$ cat src/rtl/chg_i2c_pkg.sv
package chg_i2c_pkg;
  localparam int unsigned DW = 8;
  localparam int unsigned FW = DW / 2;
  typedef logic [DW-1:0] byte_t;

  localparam byte_t REG_STAT  = 8'h00;
  localparam byte_t REG_CTRL  = 8'h01;
  localparam byte_t REG_VREG  = 8'h02;
  localparam byte_t REG_ICHG  = 8'h04;
  localparam byte_t REG_LIMIT = 8'h06;

  localparam byte_t DEF_CTRL  = 8'h30;
  localparam byte_t DEF_VREG  = 8'h0A;
  localparam byte_t DEF_ICHG  = 8'h32;
  localparam byte_t DEF_LIMIT = 8'h40;
  localparam byte_t RD_MISS   = 8'hFF;

  localparam int unsigned SRST_BIT = DW - 1;
  localparam logic [4:0]  HS_CODE  = 5'b00001;

  typedef enum logic [3:0] {
    ST_IDLE, ST_ADDR, ST_ADDR_ACK, ST_REGA, ST_REGA_ACK,
    ST_DATA, ST_DATA_ACK, ST_RD, ST_RD_ACK
  } link_st_e;

  // cap the upper field, keep the lower one
  function automatic byte_t clamp_hi(byte_t v, logic [FW-1:0] cap);
    return {(v[DW-1:FW] > cap) ? cap : v[DW-1:FW], v[FW-1:0]};
  endfunction
endpackage

$ cat src/rtl/chg_i2c_sync.sv
module chg_i2c_sync #(
  parameter int unsigned WIDTH  = 2,
  parameter int unsigned STAGES = 2
) (
  input  logic             clk_i,
  input  logic             rst_ni,
  input  logic [WIDTH-1:0] d_i,
  output logic [WIDTH-1:0] q_o,
  output logic [WIDTH-1:0] prev_o
);
  logic [WIDTH-1:0] pipe [STAGES+1];

  for (genvar g = 0; g <= STAGES; g++) begin : g_stage
    if (g == 0) begin : g_first
      always_ff @(posedge clk_i or negedge rst_ni)
        if (!rst_ni) pipe[g] <= '1;
        else         pipe[g] <= d_i;
    end else begin : g_next
      always_ff @(posedge clk_i or negedge rst_ni)
        if (!rst_ni) pipe[g] <= '1;
        else         pipe[g] <= pipe[g-1];
    end
  end

  assign q_o    = pipe[STAGES-1];
  assign prev_o = pipe[STAGES];
endmodule

$ cat src/rtl/chg_i2c_link.sv
module chg_i2c_link
  import chg_i2c_pkg::*;
#(
  parameter logic [6:0] DEV_ADDR = 7'h6A
) (
  input  logic  clk_i,
  input  logic  rst_ni,
  input  logic  scl_i,
  input  logic  sda_i,
  input  logic  scl_prev_i,
  input  logic  sda_prev_i,
  input  byte_t rd_data_i,
  output logic  sda_oe_o,
  output logic  hs_mode_o,
  output logic  wr_en_o,
  output byte_t ptr_o,
  output byte_t wr_data_o,
  output logic  stop_o
);
  localparam int unsigned CW = $clog2(DW + 1);
  localparam logic [CW-1:0] BYTE_N = CW'(DW);

  link_st_e      state;
  logic [CW-1:0] cnt;
  byte_t         shreg, txreg;
  logic          rw, mack;

  wire start_ev = scl_i & scl_prev_i & sda_prev_i & ~sda_i;
  wire stop_ev  = scl_i & scl_prev_i & ~sda_prev_i & sda_i;
  wire rise     = scl_i & ~scl_prev_i;
  wire fall     = ~scl_i & scl_prev_i;

  assign stop_o    = stop_ev;
  assign wr_data_o = shreg;

  always_ff @(posedge clk_i or negedge rst_ni) begin
    if (!rst_ni) begin
      state <= ST_IDLE; cnt <= '0; shreg <= '0; txreg <= '0; ptr_o <= '0;
      rw <= 1'b0; mack <= 1'b0; sda_oe_o <= 1'b0; hs_mode_o <= 1'b0; wr_en_o <= 1'b0;
    end else begin
      wr_en_o <= 1'b0;
      if (stop_ev) begin
        state <= ST_IDLE; sda_oe_o <= 1'b0; hs_mode_o <= 1'b0;
      end else if (start_ev) begin
        state <= ST_ADDR; cnt <= '0; sda_oe_o <= 1'b0;
      end else if (rise) begin
        case (state)
          ST_ADDR, ST_REGA, ST_DATA: begin
            shreg <= {shreg[DW-2:0], sda_i};
            cnt   <= cnt + 1'b1;
          end
          ST_RD:     cnt  <= cnt + 1'b1;
          ST_RD_ACK: mack <= ~sda_i;
          default: ;
        endcase
      end else if (fall) begin
        case (state)
          ST_ADDR: if (cnt == BYTE_N) begin
            if (shreg[DW-1:1] == DEV_ADDR) begin
              sda_oe_o <= 1'b1; rw <= shreg[0]; state <= ST_ADDR_ACK;
            end else begin
              if (shreg[DW-1:3] == HS_CODE) hs_mode_o <= 1'b1;
              state <= ST_IDLE;
            end
          end
          ST_ADDR_ACK: begin
            cnt <= '0;
            if (rw) begin
              txreg <= rd_data_i; sda_oe_o <= ~rd_data_i[DW-1]; state <= ST_RD;
            end else begin
              sda_oe_o <= 1'b0; state <= ST_REGA;
            end
          end
          ST_REGA: if (cnt == BYTE_N) begin
            sda_oe_o <= 1'b1; ptr_o <= shreg; state <= ST_REGA_ACK;
          end
          ST_REGA_ACK: begin
            sda_oe_o <= 1'b0; cnt <= '0; state <= ST_DATA;
          end
          ST_DATA: if (cnt == BYTE_N) begin
            sda_oe_o <= 1'b1; state <= ST_DATA_ACK;
          end
          ST_DATA_ACK: begin
            sda_oe_o <= 1'b0; wr_en_o <= 1'b1; cnt <= '0; state <= ST_REGA;
          end
          ST_RD: if (cnt == BYTE_N) begin
            sda_oe_o <= 1'b0; state <= ST_RD_ACK;
          end else begin
            txreg <= {txreg[DW-2:0], 1'b0}; sda_oe_o <= ~txreg[DW-2];
          end
          ST_RD_ACK: if (mack) begin
            txreg <= rd_data_i; sda_oe_o <= ~rd_data_i[DW-1]; cnt <= '0; state <= ST_RD;
          end else begin
            state <= ST_IDLE;
          end
          default: ;
        endcase
      end
    end
  end
endmodule

$ cat src/rtl/chg_i2c_bank.sv
module chg_i2c_bank
  import chg_i2c_pkg::*;
(
  input  logic  clk_i,
  input  logic  rst_ni,
  input  logic  wr_en_i,
  input  byte_t ptr_i,
  input  byte_t wr_data_i,
  input  byte_t status_i,
  input  logic  vbat_short_i,
  output byte_t rd_data_o,
  output byte_t ctrl_o,
  output byte_t vreg_o,
  output byte_t ichg_o,
  output byte_t limit_o,
  output logic  locked_o
);
  always_ff @(posedge clk_i or negedge rst_ni) begin
    if (!rst_ni) begin
      ctrl_o <= DEF_CTRL; vreg_o <= DEF_VREG; ichg_o <= DEF_ICHG;
      limit_o <= DEF_LIMIT; locked_o <= 1'b0;
    end else begin
      if (vbat_short_i) begin
        limit_o <= DEF_LIMIT; locked_o <= 1'b0;
      end
      if (wr_en_i) begin
        if (ptr_i == REG_LIMIT) begin
          if (!locked_o && !vbat_short_i) limit_o <= wr_data_i;
        end else begin
          if (!vbat_short_i) locked_o <= 1'b1;
          case (ptr_i)
            REG_CTRL:
              if (wr_data_i[SRST_BIT]) begin
                ctrl_o <= DEF_CTRL; vreg_o <= DEF_VREG; ichg_o <= DEF_ICHG;
              end else begin
                ctrl_o <= wr_data_i;
              end
            REG_VREG: vreg_o <= clamp_hi(wr_data_i, limit_o[FW-1:0]);
            REG_ICHG: ichg_o <= clamp_hi(wr_data_i, limit_o[DW-1:FW]);
            default: ;
          endcase
        end
      end
    end
  end

  always_comb begin
    case (ptr_i)
      REG_STAT:  rd_data_o = status_i;
      REG_CTRL:  rd_data_o = ctrl_o;
      REG_VREG:  rd_data_o = vreg_o;
      REG_ICHG:  rd_data_o = ichg_o;
      REG_LIMIT: rd_data_o = limit_o;
      default:   rd_data_o = RD_MISS;
    endcase
  end
endmodule

$ cat src/rtl/chg_i2c_regs.sv
module chg_i2c_regs
  import chg_i2c_pkg::*;
#(
  parameter logic [6:0]  DEV_ADDR    = 7'h6A,
  parameter int unsigned SYNC_STAGES = 2
) (
  input  logic       clk_i,
  input  logic       rst_ni,
  input  logic       scl_i,
  input  logic       sda_i,
  input  logic [7:0] status_i,
  input  logic       vbat_short_i,
  output logic       sda_oe_o,
  output logic       hs_mode_o,
  output logic [7:0] ctrl_o,
  output logic [7:0] vreg_o,
  output logic [7:0] ichg_o,
  output logic [7:0] limit_o
);
  logic [1:0] bus_q, bus_prev;
  logic       wr_en, stop_evt, locked;
  byte_t      ptr, wr_data, rd_data;

  chg_i2c_sync #(.WIDTH(2), .STAGES(SYNC_STAGES)) u_sync (
    .clk_i, .rst_ni, .d_i({scl_i, sda_i}), .q_o(bus_q), .prev_o(bus_prev)
  );

  chg_i2c_link #(.DEV_ADDR(DEV_ADDR)) u_link (
    .clk_i, .rst_ni,
    .scl_i(bus_q[1]), .sda_i(bus_q[0]),
    .scl_prev_i(bus_prev[1]), .sda_prev_i(bus_prev[0]),
    .rd_data_i(rd_data), .sda_oe_o, .hs_mode_o,
    .wr_en_o(wr_en), .ptr_o(ptr), .wr_data_o(wr_data), .stop_o(stop_evt)
  );

  chg_i2c_bank u_bank (
    .clk_i, .rst_ni, .wr_en_i(wr_en), .ptr_i(ptr), .wr_data_i(wr_data),
    .status_i, .vbat_short_i, .rd_data_o(rd_data),
    .ctrl_o, .vreg_o, .ichg_o, .limit_o, .locked_o(locked)
  );
endmodule

$ cat config.mk
export PLATFORM = sky130hd
export DESIGN_NAME = chg_i2c_regs
export DESIGN_NICKNAME = d
export VERILOG_FILES = /design/src/rtl/chg_i2c_pkg.sv /design/src/rtl/chg_i2c_sync.sv /design/src/rtl/chg_i2c_link.sv /design/src/rtl/chg_i2c_bank.sv /design/src/rtl/chg_i2c_regs.sv
export SDC_FILE = /design/constraint.sdc
export NUM_CORES = 1
export LEC_CHECK = 0
export ABC_AREA = 1
export BUFFER_PORTS_ARGS = -buffer_cell sky130_fd_sc_hd__buf_2
export CAP_MARGIN = 15
export CORE_MARGIN = 3
export CORE_UTILIZATION = 35
export CTS_CLUSTER_DIAMETER = 100
export DETAILED_ROUTE_END_ITERATION = 8
export PLACE_DENSITY_LB_ADDON = 0.15
export SLEW_MARGIN = 40
export SYNTH_ARGS = -nofsm -noshare
export SYNTH_HDL_FRONTEND = slang
export SYNTH_HIERARCHICAL = 1
export SYNTH_SLANG_ARGS = --single-unit
$ cat constraint.sdc
create_clock -name clk_i -period 2.4 [get_ports clk_i]
set_input_delay 0.48 -clock clk_i [delete_from_list [all_inputs] [get_ports clk_i]]
set_output_delay 0.48 -clock clk_i [all_outputs]
set_load 0.01 [all_outputs]
## Word level (Yosys, flattened, before mapping)

Cells that the tools add are included.

- $add $sub $neg: 1
- Magnitude comparators: 2
- Eq/ne operators: 32
- Muxes and demuxes: 62
- Bitwise logic cells: 17
- Reductions and logical operators: 33

Operators by type and width:

| kind | number |
|---|---|
| two-way mux 4 bit | 15 |
| two-way mux 8 bit | 6 |
| one-hot mux 8 bit (5 select lines) | 1 |
| one-hot mux 4 bit (8 select lines) | 1 |
| one-hot mux 8 bit (2 select lines) | 2 |
| two-way mux 7 bit | 4 |
| AND reduction 7 bit | 4 |
| two-way mux 1 bit | 27 |
| inequality test 4 x 2 -> 1 bit, second input constant | 6 |
| one-hot mux 7 bit (3 select lines) | 1 |
| equality test 4 x 3 -> 1 bit, second input constant | 4 |
| equality test 8 x 3 -> 1 bit, second input constant | 2 |
| AND reduction 4 bit | 4 |
| nonzero test 2 bit | 6 |
| inequality test 2 bit, second input constant | 5 |
| NOT 1 bit | 10 |
| nonzero test 10 bit | 1 |
| nonzero test 3 bit | 3 |
| equality test 4 x 2 -> 1 bit, second input constant | 2 |
| equality test 4 bit, second input constant | 2 |
| equality test 8 x 1 -> 1 bit, second input constant | 1 |
| equality test 8 x 2 -> 1 bit, second input constant | 1 |
| > comparator 4 bit | 2 |
| logical NOT 8 bit | 1 |
| other kinds (23) | 36 |

- Bits in registers: 75
- Word-level logic and storage cells: 165

## Depth between registers and ports, before layout

- Depth in word-level cells: 9
- Gate-level depth with buffers: 16
- Gate-level depth less buffers: 16

## By module

Netlist, hierarchy kept.

By module, submodules not included:

| module | times used | cells an instance | area an instance (µm²) |
|---|---|---|---|
| chg_i2c_bank | 1 | 324 | 2217.1 |
| chg_i2c_link | 1 | 282 | 2185.8 |
| chg_i2c_sync | 1 | 10 | 187.7 |

## Worst setup path before layout

No wires, ideal clock.

- Path kind: register to register
- From: register u_link.ptr_o[6]
- To: register u_link.sda_oe_o
- Library setup time: 0.065 ns
- Arrival: 1.623 ns
- Slack: 0.712 ns
- Stages on the path, launching flop included: 16
- Buffers on the path: 0
- Cell sequence: dfrtp_1 -> inv_1 -> nand2_1 -> nor2_8 -> nand2_1 -> nand2_2 -> nor2_1 -> nand2_2 -> nand2_1 -> inv_1 -> nand4_1 -> nand3_1 -> nor2_1 -> nor2_1 -> nand2_1 -> nand2_1

- Cells in the longest elaborated chain, start to end: 9
- Elaborated cells on any way between the ends: 14
- Those cells by class: eq/ne (4); mux (8); bitwise (1); reduce/logical (1)

RTL lines:

| what | line | text |
|---|---|---|
| start, declared | chg_i2c_link.sv:16 | `output byte_t ptr_o,` |
| start signal, assigned | chg_i2c_link.sv:38 | `state <= ST_IDLE; cnt <= '0; shreg <= '0; txreg <= '0; ptr_o <= '0;` |
| start signal, assigned | chg_i2c_link.sv:75 | `sda_oe_o <= 1'b1; ptr_o <= shreg; state <= ST_REGA_ACK;` |
| equality test 8 x 3 -> 1 bit, or another cell as far along | chg_i2c_bank.sv:48 | `case (ptr_i)` |
| one-hot mux 8 bit (5 select lines) (*) | chg_i2c_bank.sv:48 |  |
| named net rd_data[7] | chg_i2c_regs.sv:22 | `byte_t ptr, wr_data, rd_data;` |
| NOT 1 bit (*) | chg_i2c_link.sv:69, chg_i2c_link.sv:92 |  |
| two-way mux 1 bit (on tied branches) | chg_i2c_link.sv:91, chg_i2c_link.sv:68 |  |
| one-hot mux 1 bit (6 select lines) (*) | chg_i2c_link.sv:57 | `case (state)` |
| two-way mux 1 bit (*) | chg_i2c_link.sv:56 | `end else if (fall) begin` |
| two-way mux 1 bit (*) | chg_i2c_link.sv:46 | `end else if (rise) begin` |
| two-way mux 1 bit (*) | chg_i2c_link.sv:44 | `end else if (start_ev) begin` |
| two-way mux 1 bit (*) | chg_i2c_link.sv:42 | `if (stop_ev) begin` |
| end signal, assigned | chg_i2c_link.sv:89 | `txreg <= {txreg[DW-2:0], 1'b0}; sda_oe_o <= ~txreg[DW-2];` |
| end, declared | chg_i2c_link.sv:13 | `output logic sda_oe_o,` |

Mark *: on every way through the listed nets, which the timed path passes. The rest lies on a longest branch. The select of a mux whose other input is x is not followed.
A chain may end at the register's enable or synchronous reset.

## Final worst setup path

Ends and elaborated chain as after synthesis.

==> results by group <==
Status
  – Status: completed

STA
  – Fin. max-slew vios: 0
  – Post-route setup slack: 0.363 ns
  – Clock skew: 0.00628 ns
  – Period minus WS final: 2.04 ns
  – Final Hold Viols: 0
  – RSZ-0062 raised after global routing: no
  – Final setup viols: 0
  – Hold Slack: 0.104 ns
  – Fmax: 491 MHz
  – Final TNS setup: 0 ns
  – Final period util: 84.9%
  – Slew headroom: 59.5%
  – Worst-Margin Slew: 0.606 ns

Final layout
  – Fill cells: 1381
  – Final-stage net count: 688
  – Ant. Diodes: 0
  – Share of cells above drive strength 1: 23.3%
  – Area grow syn2layout: 15.8%
  – Final Non-Filler Cells: 842

Logic synthesis
  – Synth warnings: 6
  – Flops & latches, synth: 74
  – Post-Syn Instances: 616
  – Synth cell types: 37
  – Mapped Avg Cell Area: 7.45 um^2
  – Netlist Area Pre-Place: 0.00459 mm^2
  – Syn_nets: 639
  – Seq/Total Area, Yosys: 40.7%

CTS
  – CTS buffer count: 9
  – Post_cts resized: 0
  – Root Driver: clkbuf_16
  – Hold_buf cts: 0
  – CTS tree: done
  – Clock Latency Late Sink: 0.34 ns
  – Post-CTS Setup Bufs: 0
  – Worst-case clock buffer depth: 2
  – Worst-path clk slew: 0.06 ns
  – Sinks on the clock net: 74
  – CTS H-Tree Depth: 3

Min path
  – Worst Hold Class: input pin to async pin

Setup path
  – RR Startpoint: u_link/ptr_o[6]$_DFFE_PN0P_
  – Critical path class: flip-flop to flip-flop
  – Register-to-Register Path Depth: 15
  – Reg2Reg Setup Slack: 0.36 ns
  – CP required: 2.68 ns
  – Data arrival, critical path: 2.32 ns
  – Crit Path Max Fanout: 19
  – CP startpoint kind: flip-flop
  – Setup crit end kind: flip-flop
  – Max incr delay on CP: 0.37 ns
  – CP dominant cell by count: nand2_1
  – Worst Setup SP: u_link/ptr_o[6]$_DFFE_PN0P_
  – Critical path, cell by cell: inv_1 -> nand2_1 -> nor2_8 -> nand2_4 -> inv_2 -> nor2_1 -> nand2_2 -> nand2_1 -> inv_1 -> nand4_1 -> nand3_1 -> nor2_1 -> nor2_1 -> nand2_1 -> nand2_1
  – Crit-path slowest cell: dfrtp_1
  – Crit path to: u_link/sda_oe_o$_DFFE_PN0P_
  – Worst R2R End: u_link/sda_oe_o$_DFFE_PN0P_

Place
  – DP Wirelength: 9400 um
  – Cell total after placement: 826
  – Placer Congestion: 0.895
  – Number of port buffers: 45
  – Dpl ws: 0.375 ns

Power and ir drop
  – Leakage power: 0.00272 uW
  – VDD IR max: 251 uV
  – Power Dens Cells: 559 mW/mm^2

Detailed routing
  – Residual DRC: 0
  – Final wirelength: 12100 um
  – Vias per cell: 4.78
  – DR pass1 iterations: 4
  – Via count: 4026
  – ANT nets after route: 0
  – WL/cell: 14.3 um
  – 1st-iter DRT viols: 263

GRT
  – Pin count of the biggest net entering global routing: 41
  – Vias in the first global route: 3802
  – First-pass GRT wire length: 19800 um
  – GR Util All Layers: 17.6%
  – Initial antenna violation count: 0
  – Grt ovf: 0

Floorplan
  – Die Y: 121 um
  – Chip Width: 121 um
  – IO Count: 47
  – Area of the core: 0.0127 mm^2
  – Die Area: 0.0145 mm^2
  – Starting Density: 36.1%
  – Row count: 41

Run
  – Maxcap violations: 0
[stage by stage]
| stage | cell area [um^2] | utilization, % | total power, uW |
|---|---|---|---|
| CTS | 5320 | 41.8 | 3020 |
| detailed placement | 4990 | 39.3 | 1540 |
| global placement | 4990 | 39.3 | 1540 |
| finish | 5320 | 41.8 | 2970 |
| floorplan | 4590 | - | 1460 |
| global route | 5320 | 41.8 | 3110 |
[worst min path at each step]
stage | from | endpoint | slack (ns) | depth (start not counted)
2_1_floorplan | rst_ni | u_bank/ctrl_o[0]$_DFFE_PN0P_ | 0.18 | 0
3_3_place_gp | u_sync/pipe[4]$_DFF_PN1_ | u_sync/q_o[0]$_DFF_PN1_ | 0.35 | 0
3_5_place_dp | u_sync/pipe[5]$_DFF_PN1_ | u_sync/q_o[1]$_DFF_PN1_ | 0.35 | 0
4_1_cts | rst_ni | u_bank/limit_o[5]$_DFF_PN0_ | 0.11 | 1
5_1_grt | rst_ni | u_bank/limit_o[5]$_DFF_PN0_ | 0.13 | 1
6_report | rst_ni | u_bank/vreg_o[5]$_DFFE_PN0P_ | 0.10 | 1
[power by group]
group | internal (uW) | switching, uW
sequential | 1280 | 37.3
clock | 941 | 516
combinational | 65.7 | 132
total | 2290 | 686
[metal layers]
metal / global-route usage, % / share of wire, % / vias up
li1: - / - / 2033
met1: 23.9 / 48 / 1877
met2: 28.0 / 46 / 96
met3: 2.90 / 3.7 / 20
met4: 7.08 / 2.3 / 0
met5: 0 / 0 / -
[layout by cell type (no fill, tap or decap), types with 11 or more instances in the layout]
cell type    n
buf_2       44
dfrtp_1     60
dfstp_2     14
inv_1       73
nand2_1    189
nand2_2     16
nand2_4     11
nand3_1     45
nor2_1      64
o21ai_0     30
o21ai_1     14
[worst max-delay path, delay by kind of cell, from the launching register on]
kind | cells | cell delay (ns)
buf+inv | 3 | 0.31
flops | 1 | 0.37
simple gates | 12 | 1.29
[logic make-up after synthesis]
| group | share of synthesized area [%] |
|---|---|
| adder cells (fa/ha/maj) | 2.73 |
| multiplexers | 0.463 |
| buffers and inverters | 8.94 |
| other | 0.0817 |
| flip-flops | 40.7 |
| XOR/XNOR | 0.382 |
| AO/OA/AOI/OAI | 9.13 |
| AND/OR/NAND/NOR | 37.6 |
[synthesized netlist by cell type]
master,number,area [um^2]
nand2_1,189,709
inv_1,73,274
nor2_1,64,240
dfrtp_1,60,1500
nand3_1,45,225
o21ai_0,30,150
nand2_2,16,100
dfstp_2,14,368
o21ai_1,14,70.1
nand2_4,11,124
ha_1,10,125
nor2_2,10,62.6
inv_2,9,33.8
nand4_1,8,50.1
nor2_4,7,78.8
o21ai_2,7,61.3
a21oi_2,6,52.6
buf_4,6,45.0
nand3b_1,6,45.0
buf_2,5,25.0
nand3_2,4,40.0
a21oi_1,3,15.0
o21ai_4,3,48.8
nor3_1,2,10.0
o21bai_1,2,15.0
a31oi_1,1,6.26
buf_6,1,11.3
buf_8,1,15.0
conb_1,1,3.75
inv_4,1,6.26
mux2_2,1,11.3
mux2i_1,1,10.0
nand4_2,1,12.5
nor2_8,1,20.0
nor4_1,1,6.26
xnor2_1,1,8.76
xor2_1,1,8.76
[registers in the layout (all words and copies together), names as in the netlist, 2 cells and up]
register,count
u_bank/ichg_o,8
u_bank/limit_o,8
u_bank/vreg_o,8
u_link/ptr_o,8
u_link/wr_data_o,8
u_bank/ctrl_o,7
u_link/txreg,7
u_link/cnt,4
u_link/state,4
u_sync/pipe,2
u_sync/prev_o,2
u_sync/q_o,2
[final cells by class]
class                           count  area (um^2)  share of cell area, %
Clock buffer                       12          246                   4.64
Clock inverter                      4         73.8                   1.39
Inverter                           83          314                   5.91
Multi-Input combinational cell    446         2310                   43.5
Sequential cell                    74         1870                   35.2
Tap cell                          172          215                   4.05
Timing Repair Buffer               51          285                   5.37
(Power assumes the default switching activity.)
